## config.mk

```make
export PLATFORM = sky130hd
export DESIGN_NAME = rstgen_top
export DESIGN_NICKNAME = d
export VERILOG_FILES = /design/src/rtl/rstgen_pkg.sv /design/src/rtl/rstgen_pin_filter.sv /design/src/rtl/rstgen_hold.sv /design/src/rtl/rstgen_status.sv /design/src/rtl/rstgen_top.sv
export SDC_FILE = /design/constraint.sdc
export NUM_CORES = 1
export LEC_CHECK = 0
export BUFFER_PORTS_ARGS = -buffer_cell sky130_fd_sc_hd__buf_2
export CAP_MARGIN = 25
export CORE_MARGIN = 3
export CORE_UTILIZATION = 52
export CTS_BUF_LIST = sky130_fd_sc_hd__clkbuf_8
export DETAILED_ROUTE_END_ITERATION = 8
export GPL_TIMING_DRIVEN = 1
export HOLD_SLACK_MARGIN = 0.12
export PLACE_DENSITY = 0.84
export SYNTH_ARGS = -nofsm -noshare
export SYNTH_HDL_FRONTEND = slang
export SYNTH_SLANG_ARGS = --single-unit
export TNS_END_PERCENT = 5
```

## constraint.sdc

```tcl
create_clock -name clk_i -period 4.3 [get_ports clk_i]
set_clock_uncertainty 0.05 [all_clocks]
set_input_delay 0.86 -clock clk_i [delete_from_list [all_inputs] [get_ports clk_i]]
set_output_delay 0.86 -clock clk_i [all_outputs]
set_load 0.05 [all_outputs]
```

## src/rtl/rstgen_pkg.sv

```systemverilog
package rstgen_pkg;
  localparam int STAT_W = 10;
  localparam int B_POR  = 0;
  localparam int B_BOR  = 1;
  localparam int B_WDT  = 4;
  localparam int B_SW   = 6;
  localparam int B_PIN  = 7;
  localparam int B_CM   = 9;

  localparam logic [STAT_W-1:0] WARM_MASK =
    STAT_W'((1 << B_WDT) | (1 << B_SW) | (1 << B_PIN) | (1 << B_CM));
  localparam logic [STAT_W-1:0] POR_VAL = STAT_W'(1 << B_POR);

  // Next status value: clear first, then a cold event wipes warm flags
  // and sets its own flag; otherwise warm flags are OR-ed in.
  function automatic logic [STAT_W-1:0] stat_next(
    input logic [STAT_W-1:0] cur,
    input logic [STAT_W-1:0] clr,
    input logic [STAT_W-1:0] cold_set,
    input logic [STAT_W-1:0] warm_set
  );
    logic [STAT_W-1:0] v;
    v = cur & ~clr;
    if (|cold_set) v = (v & ~WARM_MASK) | cold_set;
    else           v = v | warm_set;
    return v;
  endfunction
endpackage

```

## src/rtl/rstgen_pin_filter.sv

```systemverilog
module rstgen_pin_filter #(
  parameter int SYNC_STAGES    = 2,
  parameter int MIN_LOW_CYCLES = 4
) (
  input  logic clk_i,
  input  logic por_i,
  input  logic pin_n_i,
  output logic req_o
);
  localparam int CW = $clog2(MIN_LOW_CYCLES + 1);
  localparam logic [CW-1:0] CMAX = CW'(MIN_LOW_CYCLES);

  function automatic logic [CW-1:0] low_step(input logic [CW-1:0] c, input logic pin_low);
    if (!pin_low)     return '0;
    else if (c < CMAX) return c + 1'b1;
    else              return c;
  endfunction

  logic [SYNC_STAGES-1:0] sync_q;
  logic                   pin_sync;
  logic [CW-1:0]          low_cnt;

  always_ff @(posedge clk_i or posedge por_i) begin
    if (por_i) sync_q <= '1;
    else       sync_q <= {sync_q[SYNC_STAGES-2:0], pin_n_i};
  end

  assign pin_sync = sync_q[SYNC_STAGES-1];

  always_ff @(posedge clk_i or posedge por_i) begin
    if (por_i) low_cnt <= '0;
    else       low_cnt <= low_step(low_cnt, !pin_sync);
  end

  assign req_o = (low_cnt == CMAX);

  // a request only appears after a low synchronized sample
  assert_pin_width_R3: assert property (@(posedge clk_i) disable iff (por_i)
    $rose(req_o) |-> !$past(pin_sync));
endmodule

```

## src/rtl/rstgen_hold.sv

```systemverilog
module rstgen_hold #(
  parameter int HOLD_CYCLES = 2
) (
  input  logic clk_i,
  input  logic por_i,
  input  logic src_i,
  output logic active_o
);
  localparam int HW = $clog2(HOLD_CYCLES + 1);
  localparam logic [HW-1:0] HMAX = HW'(HOLD_CYCLES);

  function automatic logic [HW-1:0] hold_step(input logic [HW-1:0] c, input logic src);
    if (src)          return HMAX;
    else if (c != '0) return c - 1'b1;
    else              return c;
  endfunction

  logic [HW-1:0] cnt;

  always_ff @(posedge clk_i or posedge por_i) begin
    if (por_i) cnt <= HMAX;
    else       cnt <= hold_step(cnt, src_i);
  end

  assign active_o = (cnt != '0);

  // the stretch ends only after the sources were quiet
  assert_hold_release_R9: assert property (@(posedge clk_i) disable iff (por_i)
    $fell(active_o) |-> !$past(src_i));
endmodule

```

## src/rtl/rstgen_status.sv

```systemverilog
module rstgen_status
  import rstgen_pkg::*;
(
  input  logic              clk_i,
  input  logic              por_i,
  input  logic              clr_we_i,
  input  logic [STAT_W-1:0] clr_i,
  input  logic [STAT_W-1:0] cold_set_i,
  input  logic [STAT_W-1:0] warm_set_i,
  output logic [STAT_W-1:0] status_o
);
  logic [STAT_W-1:0] clr_eff;
  assign clr_eff = clr_we_i ? clr_i : '0;

  always_ff @(posedge clk_i or posedge por_i) begin
    if (por_i) status_o <= POR_VAL;
    else       status_o <= stat_next(status_o, clr_eff, cold_set_i, warm_set_i);
  end

  assert_cold_wipe_R2: assert property (@(posedge clk_i) disable iff (por_i)
    (|cold_set_i) |=> ((status_o & WARM_MASK) == '0));

  assert_set_wins_R10: assert property (@(posedge clk_i) disable iff (por_i)
    (!(|cold_set_i)) |=> ((status_o & $past(warm_set_i)) == $past(warm_set_i)));

  assert_sticky_R12: assert property (@(posedge clk_i) disable iff (por_i)
    (!clr_we_i && !(|cold_set_i)) |=> ((status_o & $past(status_o)) == $past(status_o)));
endmodule

```

## src/rtl/rstgen_top.sv

```systemverilog
module rstgen_top
  import rstgen_pkg::*;
#(
  parameter int SYNC_STAGES    = 2,
  parameter int MIN_LOW_CYCLES = 4,
  parameter int HOLD_CYCLES    = 2
) (
  input  logic              clk_i,
  input  logic              por_i,
  input  logic              bor_i,
  input  logic              ext_rst_n_i,
  input  logic              wdt_tmo_i,
  input  logic              sw_rst_i,
  input  logic              cfg_mm_i,
  input  logic              lowpwr_i,
  input  logic              stat_clr_we_i,
  input  logic [STAT_W-1:0] stat_clr_i,
  output logic              sys_rst_o,
  output logic              wake_o,
  output logic              cold_o,
  output logic [STAT_W-1:0] status_o
);
  logic pin_req;
  logic wdt_rst;
  logic src_now;
  logic hold_active;
  logic sw_q;
  logic warm_evt;
  logic [STAT_W-1:0] cold_set;
  logic [STAT_W-1:0] warm_set;

  rstgen_pin_filter #(
    .SYNC_STAGES   (SYNC_STAGES),
    .MIN_LOW_CYCLES(MIN_LOW_CYCLES)
  ) u_pin (
    .clk_i  (clk_i),
    .por_i  (por_i),
    .pin_n_i(ext_rst_n_i),
    .req_o  (pin_req)
  );

  assign wdt_rst = wdt_tmo_i & ~lowpwr_i;
  assign wake_o  = wdt_tmo_i & lowpwr_i;
  assign src_now = por_i | bor_i | wdt_rst | pin_req | cfg_mm_i;

  rstgen_hold #(.HOLD_CYCLES(HOLD_CYCLES)) u_hold (
    .clk_i   (clk_i),
    .por_i   (por_i),
    .src_i   (src_now),
    .active_o(hold_active)
  );

  always_ff @(posedge clk_i or posedge por_i) begin
    if (por_i) sw_q <= 1'b0;
    else       sw_q <= sw_rst_i;
  end

  assign sys_rst_o = src_now | hold_active | sw_q;

  assign warm_evt = wdt_rst | pin_req | sw_rst_i | cfg_mm_i;

  always_ff @(posedge clk_i or posedge por_i) begin
    if (por_i)         cold_o <= 1'b1;
    else if (bor_i)    cold_o <= 1'b1;
    else if (warm_evt) cold_o <= 1'b0;
  end

  always_comb begin
    cold_set        = '0;
    cold_set[B_BOR] = bor_i;
    warm_set        = '0;
    warm_set[B_WDT] = wdt_tmo_i;
    warm_set[B_SW]  = sw_rst_i;
    warm_set[B_PIN] = pin_req;
    warm_set[B_CM]  = cfg_mm_i;
  end

  rstgen_status u_stat (
    .clk_i     (clk_i),
    .por_i     (por_i),
    .clr_we_i  (stat_clr_we_i),
    .clr_i     (stat_clr_i),
    .cold_set_i(cold_set),
    .warm_set_i(warm_set),
    .status_o  (status_o)
  );

  assert_sw_one_cycle_R7: assert property (@(posedge clk_i) disable iff (por_i)
    sw_rst_i |=> sys_rst_o);

  assert_wake_no_reset_R6: assert property (@(posedge clk_i) disable iff (por_i)
    (wake_o && !bor_i && !cfg_mm_i && !pin_req && !hold_active && !sw_q) |-> !sys_rst_o);

  assert_warm_clears_cold_R11: assert property (@(posedge clk_i) disable iff (por_i)
    (warm_evt && !bor_i) |=> !cold_o);
endmodule

```

==> results of run 1 <==
registers in the layout, indices dropped and copies added (netlist names):
name and flops:
sw_q 1, u_pin.low_cnt 3, cold_o 1, u_pin.sync_q 2, u_stat.status_o 10, u_hold.cnt 2
area by class of cell:
type / count / area, um^2 / area share [%]
clock buffer: 3 / 41.3 / 4.19
clock inverter: 1 / 5.00 / 0.508
inverter: 6 / 22.5 / 2.29
multi-input combinational: 40 / 260 / 26.4
sequential: 19 / 482 / 48.9
tap: 15 / 18.8 / 1.91
timing repair buffer: 31 / 155 / 15.8
cells in the mapped netlist (all sizes together) (2+ instances only):
library cell | count | area (um^2)
inv | 6 | 22.5
a21oi | 4 | 20.0
dfstp | 5 | 131
dfrtp | 14 | 350
xor2 | 2 | 17.5
a21boi | 5 | 37.5
ha | 3 | 37.5
nor2 | 8 | 30.0
nand2 | 8 | 30.0
final timing paths:
kind | start | endpoint | slack [ps] | depth (start not counted)
min | u_pin.sync_q[0]$_DFF_PP1_ | u_pin.sync_q[1]$_DFF_PP1_ | 310 | 0
max in group asynchronous | por_i | u_stat.status_o[4]$_DFF_PP0_ | 3080 | 2
min in group asynchronous | por_i | u_hold.cnt[0]$_DFFE_PP0P_ | 680 | 2
max reg2reg | u_pin.low_cnt[0]$_DFFE_PP0P_ | u_hold.cnt[1]$_DFFE_PP1P_ | 2950 | 5
min reg2reg | u_pin.sync_q[0]$_DFF_PP1_ | u_pin.sync_q[1]$_DFF_PP1_ | 310 | 0
max | bor_i | sys_rst_o | 1650 | 5
layer usage:
metal	vias up	track usage (%)
met3	2	5.69
li1	284	-
met4	0	3.61
met2	20	28.9
met5	-	0
met1	290	21.5
logic make-up (layout without fill, tap and decap cells):
| kind of cell | count (synthesis) | after routing | share of synthesized area (%) |
|---|---|---|---|
| simple gates | 21 | 21 | 13.5 |
| flops | 19 | 19 | 62.6 |
| compound gates | 13 | 13 | 11.9 |
| buf+inv | 7 | 41 | 3.58 |
| fa+ha+maj | 3 | 3 | 4.88 |
| xor+xnor | 2 | 2 | 2.28 |
| mux | 1 | 1 | 1.30 |
stage by stage:
stage | setup WS [ps] | area, um^2 | utilization, %
floorplan | 1700 | 769 | -
global placement | 1690 | 938 | 69.5
detailed placement | 1640 | 938 | 69.5
CTS | 1640 | 985 | 72.9
global route | 1570 | 985 | 72.9
finish | 1650 | 985 | 72.9
power breakdown:
| part | total, mW | switching, mW | leakage, nW | internal [mW] |
|---|---|---|---|---|
| clock network | 0.119 | 0.0544 | 0.0255 | 0.0641 |
| logic | 0.0601 | 0.0387 | 0.273 | 0.0215 |
| registers | 0.200 | 0.00872 | 0.235 | 0.191 |
==> results, run 1 <==
- The worst setup path is captured at a primary output.
- The number of vias in the routed layout is 596.
- The remaining design rule violation count is 0.
- Traced cell by cell, the critical path runs through buf_2 -> a211o_1 -> nor3_2 -> nand3b_1 -> buf_2.
- The hold buffer count at cts is 0.
- After the first detailed-routing iteration, the DRC count stood at 3.
- In this run the vertical extent of the chip is 44.5 um.
- Max-cap violations in this run came to 0.
- Counting the buffers created by CTS gives 3.
- The buffer depth of the longest clock path is 2.
- The total power of the final layout is 0.379 mW.
- Summed over all nets, wire length on met3 after detailed routing comes to 113 um.
- The delay of the slowest critical-path stage is between 200 and 300 ps.
- The area of the core is about 1400 um^2.
- The part of the Yosys area used for sequential elements is ~63%.
- Setup repair after global routing left no endpoint under its margin.
- The initial antenna violation count is 0.
- The commonest non-fill, non-tap cell in the layout is buf_2.
- After synthesis the cells add up to 769 um^2.
- The non-filler instance count after layout is 115.
- The number of nets with antenna violations after routing is 0.
- The ratio of final minimum period to clock period is 61.6%.
- Detailed routing placed a total of 721 um of wire on met2.
- The wire length on met1 is 614 um.
- Headroom to the max-slew limit came out at 53.4%.
- The average detailed-routed wire length per instance is 12.7 um.
- Summed over all layers, the global routing overflow is 0.
- Synthesis handed over a netlist of 66 instances.
- The clock-pin transition on the worst setup and hold timing paths is 70 ps.
- The setup path with the least slack is of type in -> out.
- The cell type with the highest occurrence count on the critical path is buf_2.
- The leakage power of the design is between 0.5 and 0.6 nW.
- Counting every sink on the clock net gives 19.
- The via count of the first global-routing pass was 606.
- The post-synthesis area per instance is 11.7 um^2.
- The distinct cell type count after synthesis is 20.
- For the pin with the worst max-slew slack, the measured transition is 698 ps.
- The highest-delay cell along the critical path is a211o_1.
- The die footprint is approximately 2000 um^2.
- Compared with the post-synthesis result, the final layout area differs by 28.0%.
- The number of H-tree branching levels is 1.
- The number of synthesized flops with an enable pin is 0.
- Routability-driven placement finished with a final weighted congestion of 0.723.
- The maximum number of pins on one net before global-route repair is 20.
- The final hold violation count is 0.
- The flow ran to the end, and the final reports show no timing, DRC or antenna violations.
- The via-per-instance ratio is around 5.2.
- Counting both buffers and inverters, the worst setup path holds a total of 2.
- The family of cells with the greatest summed delay on the critical path is buffers and inverters.
- The number of gates given a new drive strength after cts is 0.
- The initialized floorplan defines 13 standard-cell rows.
- The maximum operating frequency is 378 MHz.
- After detailed placement, the design holds a cell count of approximately 110.
- In this run the worst hold path is classified as reg -> reg.
- The tightest hold path in the finished design has a slack of 308 ps.
- The number of nets in the synthesized netlist is 88.
- The fraction of registers with async set or reset after synthesis is 100%.
- The power per unit of standard cell area is 385 nW/um^2.
- Buffers placed on the I/O ports in this run total 31.
- The pre-antenna-repair detailed-routing pass consisted of 3 iterations.
- The final total negative setup slack is 0 ps.
- The placed wire-length estimate is 1120 um.
- After detailed routing, no signal wire sits above met4.
- CTS placed an instance of clkbuf_8 at the clock tree root.
- The worst setup path is launched from a primary input.
- The later-pin clock latency in the skew report is 250 ps.
- The number of antenna diodes in the final layout is 0.
- Summed over all layers, the routed wires come to 1460 um.
- The final number of max-transition violations is 0.
- The net count reported at finish is 123.
- The data arrival time of the critical path is between 1500 and 2000 ps.
- The initial cell density of the core is 57.0%.
- For the worst setup path, the data required time is between 3000 and 4000 ps.
- The worst path needs 2650 ps of the cycle, external delays included.
- The top cell types in the final layout, fill and taps aside, are 31 x buf_2, 14 x dfrtp_1, 8 x nand2_1, 8 x nor2_1, 6 x inv_1.
- The first global-routing pass estimated approximately 2500 um of wire.
- The maximum ir drop on the vdd rail is 0.383 mV.
- For this run, the total global-route usage over all layers was measured as around 17%.
- The fill cell instance count of the final layout is between 100 and 150.
- The x dimension of the die is about 44 um.
- The number of setup buffers added after CTS is 0.
- The top flip-flop cell by instance count after synthesis is dfrtp_1.
- The largest fanout on the critical path is 7.
- Setup violations remaining at the end of the flow were counted as 0.
- TritonCTS built the clock tree.
- The total of flip-flops plus latches after synthesis is 19.
- The total I/O pin count is 32.
- The synthesis warning total is 0.
- Of the cells placed in the final design, the portion with a size suffix greater than 1 is between 40% and 50%.
No activity file was read; power rests on OpenSTA's default activity.
==> run 2, diff against run 1 <==
Settings changed: CORE_UTILIZATION 52 to 48, PLACE_DENSITY 0.84 to 0.78.
Clock period 4.3 ns to 2.8 ns, I/O delays scaled along.
==> run 2 against run 1 <==
Effect of this change: first-iteration DRC count grew to 3.0 times the previous value; sequential cell count is the same; worst setup slack lost 1100 ps; non-clock buffer count is the same; routed wire length grew 7.1%; global-route usage shrank 0.50 points; sequential share of layout area grew 0.062 points; sequential power grew 53%; via count shrank 3.7%; die area grew 7.2%; count of clock-buffer cells in the layout is the same; register-to-register slack lost 1500 ps.
==> results, run 2 (synthesis results as in run 1) <==
- The count of buffers inserted at the top-level ports is 31 (unchanged).
- The path class of the tightest hold or removal check is reg -> reg.
- The floorplan die height came to 46.0 um (+3.5%).
- The number of gates given a new drive strength after cts is 0 (unchanged).
- The utilization of the core after routing is 70.3% (-2.6 points).
- The maximum ir drop on the vdd rail was 0.508 mV (+33%).
- The number of DRC violations after detailed-routing iteration 0 came to 9 (+6).
- The library cell used most frequently in the layout, excluding fill and tap cells, is buf_2.
- The largest registers in the layout are u_stat.status_o (10), u_pin.low_cnt (3).
- The x dimension of the die is 46.0 um (+3.5%).
- The buffer depth of the longest clock path is 2 (unchanged).
- The global routing met1 resource utilization was 19.4% (-2.1 points).
- The number of H-tree branching levels was 1 (unchanged).
- The register bank with the most flops is u_stat.status_o.
- The wire length of the first global-routing pass is 2420 um (-4.1%).
- The slew of the pin with the lowest slew margin is 688 ps (-10.4 ps).
- The data arrival time of the critical path is 1640 ps (-100 ps).
- The initial cell density of the core is 55.0% (-2.0 points).
- The final RePlAce weighted congestion is 0.748 (+3.4%).
- The library cells used most frequently in the layout, excluding fill and tap cells, are 31 x buf_2, 14 x dfrtp_1, 8 x nand2_1, 8 x nor2_1, 7 x inv_1.
- The worst setup path is launched from a register.
- The total I/O pin count came to 32 (unchanged).
- The relative area change from synthesis to final layout is 27.8%.
- The global-route track usage on met2 is 27.7% (-1.2 points).
- The final number of max-transition violations came to 0 (unchanged).
- The count of final setup violators is 0 (unchanged).
- The run finished with clean final reports.
- The category of the most critical setup path is reg -> out.
- The remaining design rule violation count came to 0 (unchanged).
- Setup repair after global routing left no endpoint under its margin.
- The cell chosen for the clock root is clkbuf_8.
- The average detailed-routed wire length per instance is 13.6 um (+7.1%).
- The clock sink total is 19 (unchanged).
- The antenna diode instance count is 0 (unchanged).
- The flip-flop count of the largest register, all copies and words added is 10 (unchanged).
- The clock period minus worst slack is 2250 ps.
- The final hold violation count was 0 (unchanged).
- The power per unit of standard cell area is 593 nW/um^2 (+54%).
- The site row count was 13 (unchanged).
- The number of nets with antenna violations after routing is 0 (unchanged).
- The clock-pin transition on the worst setup and hold timing paths is 60 ps (about the same).
- The placed wire-length estimate was 1140 um (+2.4%).
- The clock tree from TritonCTS is done.
- The post-CTS setup-driven buffer insertion count is 0 (unchanged).
- The maximum operating frequency is between 400 and 500 MHz.
- The layout cell share with drive strength beyond 1 is 41.0% (-1.0 points).
- The routing usage on met3 is 4.74% (-0.95 points).
- The initial antenna violation count is 0 (unchanged).
- The leakage power of the design was 0.534 nW (+0.27%).
- The hold buffer count at cts was 0 (unchanged).
- The die footprint is 2120 um^2 (+7.2%).
- The total power of the final layout is 0.583 mW (+54%).
- The data required time of the critical path is 2190 ps (-1200 ps).
- The via count of the first global-routing pass is 559 (-7.8%).
- The area of the core is 1400 um^2 (+3.6%).
- The first-pass iteration count of the detailed router is 3 (unchanged).
- The number of vias in the routed layout is 574 (-3.7%).
- The relative slew slack came to 54.1% (+0.69 points).
- Of the available clock period, the critical path in the final layout requires between 80 and 90%.
- The later-pin clock latency in the skew report was 250 ps (about the same).
- The total global routing track utilization is 16.7% (-0.50 points).
- The total of max-cap violations is 0 (unchanged).
- STA classifies the critical path endpoint as a primary output.
- The via-per-instance ratio is 4.99 (-3.7%).
- The residual overflow from global routing is 0 (unchanged).
- The largest fanout on the critical path came to 3 (-4).
- The net count reported at finish is 123 (unchanged).
- The maximum number of pins on one net before global-route repair was 20 (unchanged).
- The final total negative setup slack was 0 ps (unchanged).
- The number of buffers inserted during clock tree synthesis is 3 (unchanged).
- The busiest layer in global routing is met2.
- The post-detailed-routing wire length is 1560 um (+7.1%).
==> run 2: changes by cell type in the layout (fill, tap and decap cells not counted), sizes merged <==
cell	change
inv	+1
clkinv	-1
==> run 2: where the power goes <==
| group | internal (mW) | switching [mW] |
|---|---|---|
| sequential | 0.294 | 0.0129 |
| clock | 0.0973 | 0.0843 |
| combinational | 0.0337 | 0.0613 |
| total | 0.425 | 0.158 |
==> run 2: path summary, 6_finish.rpt <==
path,from,endpoint,slack [ps],cells after the start
setup / recovery,u_pin.low_cnt[0]$_DFFE_PP0P_,sys_rst_o,550,6
hold / removal,u_pin.sync_q[0]$_DFF_PP1_,u_pin.sync_q[1]$_DFF_PP1_,310,0
setup reg to reg,u_pin.low_cnt[0]$_DFFE_PP0P_,u_hold.cnt[1]$_DFFE_PP1P_,1470,5
hold reg to reg,u_pin.sync_q[0]$_DFF_PP1_,u_pin.sync_q[1]$_DFF_PP1_,310,0
max in group asynchronous,por_i,u_pin.low_cnt[1]$_DFFE_PP0P_,1900,2
min in group asynchronous,por_i,u_stat.status_o[4]$_DFF_PP0_,360,2
==> run 2: worst max-delay path, cell delays in order (launching register included) <==
cell      delay (ps)
dfrtp_1          380
inv_1             60
ha_1             210
a211o_1          300
nor3_2           140
nand3b_1          90
buf_2            210
==> run 2: through the flow <==
step                instance area (um^2)  hold WS, ps  instances  setup WS, ps
global placement                     938          296        111           792
detailed placement                   938          301        111           757
CTS                                  983          310        115           525
floorplan                            769          295         66           767
finish                               983          308        115           549
global route                         983          313        115           449
==> run 2: layout make-up <==
type | count | area, um^2
tap | 15 | 18.8
inverter | 6 | 22.5
multi-input combinational | 40 | 260
clock buffer | 3 | 41.3
sequential | 19 | 482
clock inverter | 1 | 3.75
fill | 108 | 415
timing repair buffer | 31 | 155
==> run 2: per-layer routing <==
layer,routed length (um),vias up
met5,0,-
met4,19,0
met3,112,4
met2,781,23
met1,648,263
li1,-,284
